===== config.mk =====
export PLATFORM = sky130hd
export DESIGN_NAME = irq_merge_ctl
export DESIGN_NICKNAME = d
export VERILOG_FILES = /design/src/rtl/irq_merge_ctl_pkg.sv /design/src/rtl/irq_merge_edge.sv /design/src/rtl/irq_merge_bank.sv /design/src/rtl/irq_merge_access.sv /design/src/rtl/irq_merge_ctl.sv
export SDC_FILE = /design/constraint.sdc
export NUM_CORES = 1
export LEC_CHECK = 0
export BUFFER_PORTS_ARGS = -buffer_cell sky130_fd_sc_hd__clkbuf_2
export CAP_MARGIN = 15
export CORE_MARGIN = 5
export CORE_UTILIZATION = 46
export DETAILED_ROUTE_END_ITERATION = 10
export HOLD_SLACK_MARGIN = 0.02
export PLACE_DENSITY_LB_ADDON = 0.1
export SETUP_SLACK_MARGIN = 0.5
export SLEW_MARGIN = 10
export SYNTH_ARGS = -nofsm -noshare
export SYNTH_HDL_FRONTEND = slang
export SYNTH_HIERARCHICAL = 1
export SYNTH_SLANG_ARGS = --single-unit

===== constraint.sdc =====
create_clock -name clk -period 0.9 [get_ports clk]
set_clock_uncertainty 0.15 [all_clocks]
set_input_delay 0 -clock clk [delete_from_list [all_inputs] [get_ports clk]]
set_output_delay 0 -clock clk [all_outputs]
set_load 0.01 [all_outputs]

===== src/rtl/irq_merge_ctl_pkg.sv =====
package irq_merge_ctl_pkg;

    localparam int WORD_W   = 32;
    localparam int STAT_OFS = 16;

    typedef enum logic [0:0] {
        ACC_IDLE = 1'b0,
        ACC_RESP = 1'b1
    } acc_state_e;

    typedef logic [WORD_W-1:0] word_t;

endpackage


===== src/rtl/irq_merge_edge.sv =====
module irq_merge_edge #(
    parameter int N_SRC = 7
) (
    input  logic             clk,
    input  logic             rst_n,
    input  logic [N_SRC-1:0] raw_in,
    output logic [N_SRC-1:0] rise
);

    logic [N_SRC-1:0] prev_q;

    always_ff @(posedge clk or negedge rst_n) begin
        if (!rst_n) begin
            prev_q <= '0;
        end else begin
            prev_q <= raw_in;
        end
    end

    genvar g;
    generate
        for (g = 0; g < N_SRC; g++) begin : g_rise
            assign rise[g] = raw_in[g] & ~prev_q[g];
        end
    endgenerate

endmodule


===== src/rtl/irq_merge_bank.sv =====
module irq_merge_bank #(
    parameter int N_SRC = 7
) (
    input  logic             clk,
    input  logic             rst_n,
    input  logic             wr_en,
    input  logic [N_SRC-1:0] wr_enable,
    input  logic [N_SRC-1:0] wr_clear,
    input  logic [N_SRC-1:0] rise,
    output logic [N_SRC-1:0] en_q,
    output logic [N_SRC-1:0] stat_q
);

    genvar g;
    generate
        for (g = 0; g < N_SRC; g++) begin : g_src
            logic clr_hit;
            assign clr_hit = wr_en & wr_clear[g];

            always_ff @(posedge clk or negedge rst_n) begin
                if (!rst_n) begin
                    en_q[g] <= 1'b0;
                end else if (wr_en) begin
                    en_q[g] <= wr_enable[g];
                end
            end

            // a new edge takes precedence over a same-cycle clear
            always_ff @(posedge clk or negedge rst_n) begin
                if (!rst_n) begin
                    stat_q[g] <= 1'b0;
                end else if (rise[g]) begin
                    stat_q[g] <= 1'b1;
                end else if (clr_hit) begin
                    stat_q[g] <= 1'b0;
                end
            end
        end
    endgenerate

endmodule


===== src/rtl/irq_merge_access.sv =====
module irq_merge_access
    import irq_merge_ctl_pkg::*;
(
    input  logic  clk,
    input  logic  rst_n,
    input  logic  rd_req,
    input  word_t word_in,
    output logic  rd_valid,
    output word_t rd_data
);

    acc_state_e state_q;
    acc_state_e state_d;
    word_t      hold_q;

    always_ff @(posedge clk or negedge rst_n) begin
        if (!rst_n) begin
            state_q <= ACC_IDLE;
        end else begin
            state_q <= state_d;
        end
    end

    always_comb begin
        state_d = state_q;
        unique case (state_q)
            ACC_IDLE: state_d = rd_req ? ACC_RESP : ACC_IDLE;
            ACC_RESP: state_d = rd_req ? ACC_RESP : ACC_IDLE;
            default:  state_d = ACC_IDLE;
        endcase
    end

    always_ff @(posedge clk or negedge rst_n) begin
        if (!rst_n) begin
            hold_q <= '0;
        end else if (rd_req) begin
            hold_q <= word_in;
        end
    end

    always_comb begin
        rd_valid = 1'b0;
        rd_data  = '0;
        unique case (state_q)
            ACC_IDLE: begin
                rd_valid = 1'b0;
                rd_data  = '0;
            end
            ACC_RESP: begin
                rd_valid = 1'b1;
                rd_data  = hold_q;
            end
            default: begin
                rd_valid = 1'b0;
                rd_data  = '0;
            end
        endcase
    end

endmodule


===== src/rtl/irq_merge_ctl.sv =====
module irq_merge_ctl
    import irq_merge_ctl_pkg::*;
#(
    parameter int N_SRC    = 7,
    parameter int BASE_BIT = 0
) (
    input  logic             clk,
    input  logic             rst_n,
    input  logic             reg_valid,
    input  logic             reg_write,
    input  logic [31:0]      reg_wdata,
    output logic             rd_valid,
    output logic [31:0]      rd_data,
    input  logic [N_SRC-1:0] raw_irq,
    output logic             irq_out
);

    localparam int EN_LO   = BASE_BIT;
    localparam int STAT_LO = BASE_BIT + STAT_OFS;

    initial begin
        if (N_SRC < 1 || BASE_BIT < 0 || BASE_BIT + N_SRC > STAT_OFS) begin
            $error("irq_merge_ctl: sources must fit inside the lower half word");
        end
    end

    logic             wr_en;
    logic             rd_req;
    logic [N_SRC-1:0] rise;
    logic [N_SRC-1:0] en_q;
    logic [N_SRC-1:0] stat_q;
    word_t            word_now;
    logic             unused_wbits;

    assign wr_en        = reg_valid & reg_write;
    assign rd_req       = reg_valid & ~reg_write;
    assign unused_wbits = ^reg_wdata;

    irq_merge_edge #(.N_SRC(N_SRC)) u_edge (
        .clk    (clk),
        .rst_n  (rst_n),
        .raw_in (raw_irq),
        .rise   (rise)
    );

    irq_merge_bank #(.N_SRC(N_SRC)) u_bank (
        .clk       (clk),
        .rst_n     (rst_n),
        .wr_en     (wr_en),
        .wr_enable (reg_wdata[EN_LO +: N_SRC]),
        .wr_clear  (reg_wdata[STAT_LO +: N_SRC]),
        .rise      (rise),
        .en_q      (en_q),
        .stat_q    (stat_q)
    );

    always_comb begin
        word_now                    = '0;
        word_now[EN_LO +: N_SRC]    = en_q;
        word_now[STAT_LO +: N_SRC]  = stat_q;
    end

    assign irq_out = |(en_q & stat_q);

    irq_merge_access u_acc (
        .clk      (clk),
        .rst_n    (rst_n),
        .rd_req   (rd_req),
        .word_in  (word_now),
        .rd_valid (rd_valid),
        .rd_data  (rd_data)
    );

endmodule


==> results.md <==
* Status: finished, violations left
* Failing checks: negative hold slack, negative setup slack
* Crit-path max FO at 2
* Fin crit share at 159.2%
* Later-pin clock latency in the skew report at around 0.3 ns
* CP required at approximately 0.75 ns
* Root Driver: clkbuf_8
* Mapped Area at ~0.0024 mm^2
* Post-synth EDFFs at 0
* Die Ht at 82.68 um
* Hold WS at -0.4643 ns
* Crit start category: flop
* Worst vdd ir at 0.001129 V
* Residual DRC at 0
* Die area at approximately 0.0068 mm^2
* Total number of yosys warnings at 6
* F_max at 697.9 MHz
* Mapped Cells at roughly 160
* HPWL Detailed at around 3 mm
* Final Critical Period at 1.433 ns
* Area Overhead vs Synth at 32.34%
* Final Setup Violations at 75
* Initial antenna violation count at 0
* Worst slack, placed at -0.2365 ns
* Final worst slack at -0.5328 ns
* Final instance area at 0.003216 mm^2
* Critical path arrival at 1.28 ns
* Core area at just over 0.005 mm^2
* Gr usage total at 14.16%
* Starting density of the core at a little under half
* Routed WL per cell at around 14 um
* Yosys reg bits at 54
* Crit. End Element: output pin
* Pre-antenna DRT Iters at 4
* Register area share after synthesis at about 56%
* DR vias/cell at between 4 and 5
* Clock slew at reported path FFs at around 0.090 ns
* Overall die width at slightly above 80 um
* Syn Area/Cell at 15.09 um^2
* Row count at 26
* Pin count of the biggest net entering global routing at 55
* Post-DP Area at just over 0.003 mm^2
* Inserted Clock Buffers at 5
* Post-DRT Antenna Nets at 0
* Vias in the first global route at about 1500
* Fillcell total at 410
* Routed vias at between 1000 and 1500
* First-pass GRT wire length at roughly 7.1 mm
* Max_cap viols at 0
* Async SR Flop Fraction at between 90% and 100%
* I/O pin count at 77
* # clock sinks at between 50 and 60
* Final GP Congestion at approximately 0.75
* Post-layout nets at between 200 and 300
* # H-tree levels at 2
* IO buf count at 58
* Slew Viols, Final at 0
* PwrDens at around 1800 mW/mm^2
* Most common cell after layout, fill and taps aside: clkbuf_2
* Cells after DPL at 312
* RSZ-0062 raised after global routing: true
* Final hold violation count at 76
* Synth cell types at 15
* Leak at between 1.5 and 2 nW
* Routed wire length at 4.377 mm
* CTS Buffer Depth at 2
* Iter 0 DRT Violations at 80
* Main flop type after synthesis: dfrtp_1
* Area of the multi-input gates at between 0.001 and 0.0015 mm^2
* Setup tns final at -15.92 ns
* Register area at around 0.0014 mm^2
* Post-Layout Cell Count at between 300 and 400
* Setup Crit Path Kind: reg -> out
* Share of layout cells above drive strength 1 at approximately two thirds
* Total grt overflow at 0
* Hold Path Class: in -> async
* Commonest cells after routing, fill and taps aside: clkbuf_2, dfrtp_1, and2_4, mux2_4, conb_1
* CTS tree: built
* Diode count at 0
[cell families after synthesis]
| logic type | count (synthesis) | share of synthesized area (%) |
|---|---|---|
| multiplexers | 39 | 23.17 |
| buffers and inverters | 8 | 3.862 |
| other | 1 | 0.1543 |
| flip-flops | 54 | 55.61 |
| AO/OA/AOI/OAI | 10 | 3.192 |
| AND/OR/NAND/NOR | 49 | 14.01 |
[Yosys cell counts, types with 2 or more instances]
library cell  number  share of area [%]
dfrtp_1           54                 56
and2_1            33                8.5
mux2_4            33                 20
a21o_1             7                2.2
nand2_1            7                1.1
nor2b_4            7                4.0
mux2_2             6                2.8
buf_12             3                2.5
clkbuf_1           3               0.46
a22oi_1            2               0.62
buf_6              2               0.93
[critical path, stage by stage (launching register included)]
cell	delay, ns
dfrtp_1	0.40
a222oi_1	0.31
nand3_1	0.12
clkbuf_2	0.15
[path summary, 6_finish.rpt]
kind,start,endpoint,slack (ns),depth (start not counted)
max,u_bank/stat_q[0]$_DFFE_PN0P_,irq_out,-0.53,3
min,rst_n,u_acc/hold_q[15]$_DFFE_PN0P_,-0.46,2
max reg2reg,u_bank/stat_q[6]$_DFFE_PN0P_,u_acc/hold_q[22]$_DFFE_PN0P_,-0.15,2
min reg2reg,u_acc/hold_q[30]$_DFFE_PN0P_,u_acc/hold_q[30]$_DFFE_PN0P_,0.36,1
max in group asynchronous,rst_n,u_acc/state_q$_DFF_PN0_,0.81,2
min in group clk,raw_irq[2],u_edge/prev_q[2]$_DFF_PN0_,-0.33,1
[where the power goes]
| part | leakage (nW) | switching, W | total [W] | internal [W] |
|---|---|---|---|---|
| Combinational | 0.963 | 0.000412 | 0.00128 | 0.000866 |
| Sequential | 0.617 | 0.000231 | 0.00301 | 0.00278 |
| Clock | 0.0472 | 0.000760 | 0.00138 | 0.000620 |
[sequential cells by signal (all words and copies together), names as in the netlist]
signal,cells
u_bank/en_q,7
u_acc/hold_q,32
u_bank/stat_q,7
u_acc/state_q,1
u_edge/prev_q,7
[layer usage]
layer | track usage, % | vias to the layer above | wire length, um
met5 | 0 | - | 0
met4 | 5.392 | 0 | 42
met3 | 3.688 | 4 | 255
met2 | 21.79 | 37 | 2004
met1 | 19.20 | 684 | 2075
li1 | - | 699 | -
[stage by stage]
| stage | util, % | power (W) |
|---|---|---|
| floorplan | - | 0.003861 |
| global placement | 59.46 | 0.004267 |
| detailed placement | 59.46 | 0.004280 |
| CTS | 62.67 | 0.005723 |
| global route | 62.96 | 0.005983 |
| finish | 62.96 | 0.005673 |
[what timing repair did]
action | in CTS | in global routing
pin swaps | 0 | 1
gates cloned | 1 | 0
endpoints found under the setup margin | 81 | 80
endpoints found under the hold margin | 76 | 76
gates resized for setup | 8 | 2
setup buffers | 2 | 1
[cell type report]
type	instances	share of cell area, %
Sequential cell	54	42.06
Multi-Input combinational cell	116	35.41
Timing Repair Buffer	76	16.85
Tap cell	70	2.724
Clock buffer	6	2.568
Clock inverter	2	0.3891
Note: power is estimated with default switching activity, not from simulation.
